File: config.mk
export PLATFORM = sky130hd
export DESIGN_NAME = step_sched
export DESIGN_NICKNAME = d
export VERILOG_FILES = /design/src/rtl/step_sched.sv
export SDC_FILE = /design/constraint.sdc
export NUM_CORES = 2
export LEC_CHECK = 0
export ABC_CLOCK_PERIOD_IN_PS = 8500
export BUFFER_PORTS_ARGS = -buffer_cell sky130_fd_sc_hd__buf_2
export CAP_MARGIN = 10
export CORE_MARGIN = 4
export CORE_UTILIZATION = 43
export CTS_CLUSTER_DIAMETER = 50
export DETAILED_ROUTE_END_ITERATION = 8
export HOLD_SLACK_MARGIN = 0.15
export SETUP_SLACK_MARGIN = 0.1
export SLEW_MARGIN = 25
export SYNTH_ARGS = -nofsm -noshare
export SYNTH_HDL_FRONTEND = slang
export SYNTH_SLANG_ARGS = --single-unit
File: constraint.sdc
create_clock -name clk -period 8.5 [get_ports clk]
set_input_delay 0.85 -clock clk [delete_from_list [all_inputs] [get_ports clk]]
set_output_delay 0.85 -clock clk [all_outputs]
set_load 0.01 [all_outputs]
File: src/rtl/step_sched.sv
module step_sched #(
  parameter int DEPTH = 64,
  parameter int NREG  = 32,
  localparam int AW   = $clog2(DEPTH),
  localparam int SW   = AW + 1
) (
  input  logic            clk,
  input  logic            rst_n,
  input  logic            cfg_we,
  input  logic [SW-1:0]   cfg_len,
  input  logic [SW-1:0]   cfg_loop,
  input  logic            tbl_we,
  input  logic [AW-1:0]   tbl_addr,
  input  logic            tbl_ld,
  input  logic            tbl_st,
  input  logic [NREG-1:0] tbl_mask,
  input  logic            start,
  input  logic            adv,
  input  logic            stop,
  output logic [SW-1:0]   step,
  output logic            idle,
  output logic            cfg_err,
  output logic            ld_ok,
  output logic            st_ok,
  output logic [NREG-1:0] reg_mask,
  output logic            mem_skip
);

  logic [NREG+1:0] tbl [DEPTH];
  logic [SW-1:0]   step_q, len_q, loop_q, idx;
  logic            idle_q, valid_q, err_q;
  logic            cfg_bad, go, at_end;
  logic [NREG+1:0] ent;

  assign cfg_bad = (cfg_len == '0) || (cfg_len > SW'(DEPTH)) || (cfg_loop >= cfg_len);
  assign go      = !idle_q && adv && !stop;
  assign at_end  = (step_q == len_q);

  always_ff @(posedge clk or negedge rst_n) begin
    if (!rst_n) begin
      idle_q  <= 1'b1;
      step_q  <= '0;
      len_q   <= '0;
      loop_q  <= '0;
      valid_q <= 1'b0;
      err_q   <= 1'b0;
    end else if (idle_q) begin
      if (cfg_we) begin
        err_q <= cfg_bad;
        if (!cfg_bad) begin
          len_q   <= cfg_len;
          loop_q  <= cfg_loop;
          valid_q <= 1'b1;
        end
      end else if (start && valid_q) begin
        idle_q <= 1'b0;
        step_q <= SW'(1);
      end
    end else if (stop) begin
      idle_q <= 1'b1;
    end else if (go) begin
      step_q <= at_end ? loop_q + 1'b1 : step_q + 1'b1;
    end
  end

  always_ff @(posedge clk)
    if (tbl_we && idle_q) tbl[tbl_addr] <= {tbl_ld, tbl_st, tbl_mask};

  assign idx = step_q - 1'b1;
  assign ent = idle_q ? '0 : tbl[idx[AW-1:0]];

  assign step     = step_q;
  assign idle     = idle_q;
  assign cfg_err  = err_q;
  assign ld_ok    = ent[NREG+1];
  assign st_ok    = ent[NREG];
  assign reg_mask = ent[NREG-1:0];
  assign mem_skip = !(ld_ok || st_ok);

endmodule

==> flow_metrics.env <==
export IMPL_setup_violations_final=0
export IMPL_hold_path_depth=2
export IMPL_ys_types=53
export IMPL_ff2ff_setup_slack_ps=4720
export IMPL_portBuffers=104
export IMPL_r2r_cells=4
export IMPL_synth_xor_area_share=0.001747
export IMPL_worstHoldEndpoint="len_q[6]$_DFFE_PN0P_"
export IMPL_layout_commonest_cell="edfxtp_1"
export IMPL_power_density_nw_per_um2=305.8
export IMPL_crit_chain="inv_1 -> ha_4 -> buf_12 -> buf_4 -> mux4_2 -> mux4_2 -> mux2i_1 -> o22ai_1 -> buf_2"
export IMPL_grt_overflow=0
export IMPL_synthSimpleGateAreaFrac=0.01026
export IMPL_core_um2=195200
export IMPL_arrival_ps=5490
export IMPL_place_gp_congestion=0.7769
export IMPL_crit_top_cell="mux4_2"
export IMPL_syn_to_final_growth_pct=14.73
export IMPL_synthMuxAreaShare=0.1899
export IMPL_slew_viol_final=0
export IMPL_holdBufCountCts=1
export IMPL_cts_sinks=2200
export IMPL_grt_pass1_wl_um=319700
export IMPL_min_period_ps=6337
export IMPL_ios=105
export IMPL_drc=0
export IMPL_viasPerCell=6.060
export IMPL_holdWs_ps=243.4
export IMPL_nets=3787
export IMPL_crit_path_start_kind="flip-flop"
export IMPL_synthAdderAreaFrac=0.001333
export IMPL_drt_iter0_markers=5078
export IMPL_syn_area_um2=84510
export IMPL_r2r_start="idle$_DFF_PN1_"
export IMPL_clkTransAtPathRegs_ps=60
export IMPL_synth_top_family_by_area="multiplexers"
export IMPL_slowest_stage="ha_4"
export IMPL_maxCapViolCount=0
export IMPL_cts_tree="built"
export IMPL_rr_endpoint="tbl[35][29]$_DFFE_PP_"
export IMPL_worstMarginPinSlew_ps=1109
export IMPL_grt_max_degree=109
export IMPL_vdd_ir_drop_max_v=0.0002490
export IMPL_path_class="reg -> out"
export IMPL_std_cell_rows=162
export IMPL_p_leak_nw=30.53
export IMPL_cts_max_level=4
export IMPL_hp_start="cfg_len[6]"
export IMPL_ys_ff_latch=2200
export IMPL_fin_crit_sh=0.7455
export IMPL_syn_area_per_cell_um2=24.54
export IMPL_start_util=0.4329
export IMPL_first_pass_iters=7
export IMPL_crit_required_ps=7650
export IMPL_yosys_warnings=0
export IMPL_nFillCells=15291
export IMPL_ctsResizeCount=0
export IMPL_grt_antenna_before_repair=17
export IMPL_grt_pass1_vias=39916
export IMPL_syn_nets=3514
export IMPL_clock_latency_ps=850
export IMPL_hp_class="in -> reg"
export IMPL_drive_above_1_share=0.3372
export IMPL_cp_slowest_stage_delay_ps=920
export IMPL_avgRoutedWirePerCell_um=35.06
export IMPL_final_cell_mix="edfxtp_1, mux4_2, clkbuf_16, buf_4, buf_2"
export IMPL_status="finished, final reports clean"
export IMPL_die_h_um=451.3
export IMPL_num_vias=39661
export IMPL_die_area_um2=203700
export IMPL_grt_util_all_layers=0.2250
export IMPL_dp_hpwl_um=118800
export IMPL_clock_tree_root_cell="clkbuf_16"
export IMPL_postCtsSetupBuffers=0
export IMPL_fin_setup_tns_ps=0
export IMPL_chipWidth_um=451.3
export IMPL_rsz0062_at_grt="false"
export IMPL_maxSlewHeadroom=0.2591
export IMPL_fmax_ghz=0.1578
export IMPL_synthArstFlopShare=0.01091
export IMPL_cp_end_kind="primary output"
export IMPL_synth_compound_area_share=0.006189
export IMPL_clock_tree_buffer_depth=3
export IMPL_yosysSeqAreaShare=0.7803
export IMPL_synthCells=3444
export IMPL_synth_ff_type="edfxtp_1"
export IMPL_finalHoldViolCount=0
export IMPL_ant_nets=0
export IMPL_skew_ps=52.00
export IMPL_synth_edf_count=2176
export IMPL_numCtsBuffers=230
export IMPL_wl_um=229400
export IMPL_path_max_fanout=62
export IMPL_p_total_w=0.02965
layout make-up:
cell class                 instances  area, um2  area share
tap                             2624       3283     0.03386
inverter                          11      41.29   0.0004259
multi-input combinational       1050      18240      0.1881
timing repair buffer             224       1994     0.02057
clock inverter                   153       1491     0.01538
clock buffer                     274       5942     0.06128
sequential                      2200      65950      0.6802
antenna                            9      22.52   0.0002323
worst max-delay path: cells and delay by family, from the launching register on:
| family | cells | cell delay (ps) |
|---|---|---|
| adder cells (fa/ha/maj) | 1 | 920 |
| AO/OA/AOI/OAI | 1 | 180 |
| flip-flops | 1 | 840 |
| multiplexers | 3 | 1230 |
| buffers and inverters | 4 | 1360 |
flip-flops by register name (all words and copies together), names as in the netlist:
register,count
tbl,2176
len_q,7
loop_q,7
step,7
cfg_err,1
idle,1
valid_q,1
where the power goes:
part           internal (W)  leakage, nW  switching [W]
Combinational       0.00380         7.05        0.00391
Sequential           0.0120         19.9      0.0000758
Clock               0.00559         3.62        0.00426
Total                0.0214         30.5        0.00825
cell usage after synthesis (5+ instances only):
cell,n,share of area
a21oi_1,5,0.00030
clkbuf_1,74,0.0033
nor2_1,70,0.0031
dfrtp_1,23,0.0068
buf_2,83,0.0049
a31oi_1,5,0.00037
o21ai_0,14,0.00083
nand3_1,15,0.00089
buf_4,6,0.00053
mux2_4,8,0.0014
buf_1,18,0.00080
nand4_1,6,0.00044
nor3_1,7,0.00041
edfxtp_1,2176,0.77
nand2_1,55,0.0024
mux4_2,672,0.18
and3_1,5,0.00037
mux2i_1,71,0.0084
mux2_2,7,0.00093
o22ai_1,33,0.0024
xnor2_1,12,0.0012
inv_1,11,0.00049
nand2b_1,7,0.00052
ha_1,9,0.0013
how the worst max path moves through the flow:
stage / from / endpoint / slack [ps] / cells after the start
after floorplan: tbl_addr[3] / tbl[49][0]$_DFFE_PP_ / 4130 / 5
after global placement: step[0]$_DFFE_PN0P_ / reg_mask[10] / 2990 / 9
after detailed placement: step[0]$_DFFE_PN0P_ / reg_mask[10] / 3050 / 9
after CTS: step[0]$_DFFE_PN0P_ / reg_mask[10] / 2100 / 9
after global routing: step[0]$_DFFE_PN0P_ / reg_mask[23] / 1900 / 7
final: step[0]$_DFFE_PN0P_ / reg_mask[10] / 2160 / 9
kinds of logic (layout without fill, tap and decap cells):
logic type / Yosys count / after routing
simple gates: 189 / 189
flops: 2200 / 2200
xor+xnor: 16 / 16
compound gates: 78 / 78
other cells: 0 / 9
mux: 758 / 758
buf+inv: 194 / 662
fa+ha+maj: 9 / 9
routing by layer:
layer / part of all wire / track usage / wire length [um]
met4: 0.028 / 0.06557 / 6405
met5: 0.000057 / 0 / 13
met2: 0.49 / 0.3591 / 111700
met1: 0.40 / 0.3163 / 91830
met3: 0.085 / 0.04729 / 19520
through the flow:
step / setup WS [ps] / instance area (um2) / utilization / std cells
after floorplan: 4133 / 84510 / - / 3444
after global placement: 2992 / 88970 / 0.4558 / 6089
after detailed placement: 3046 / 89310 / 0.4576 / 6103
after CTS: 2096 / 96760 / 0.4957 / 6531
after global routing: 1898 / 96940 / 0.4966 / 6539
final: 2163 / 96960 / 0.4967 / 6545
(Power assumes the default switching activity.)
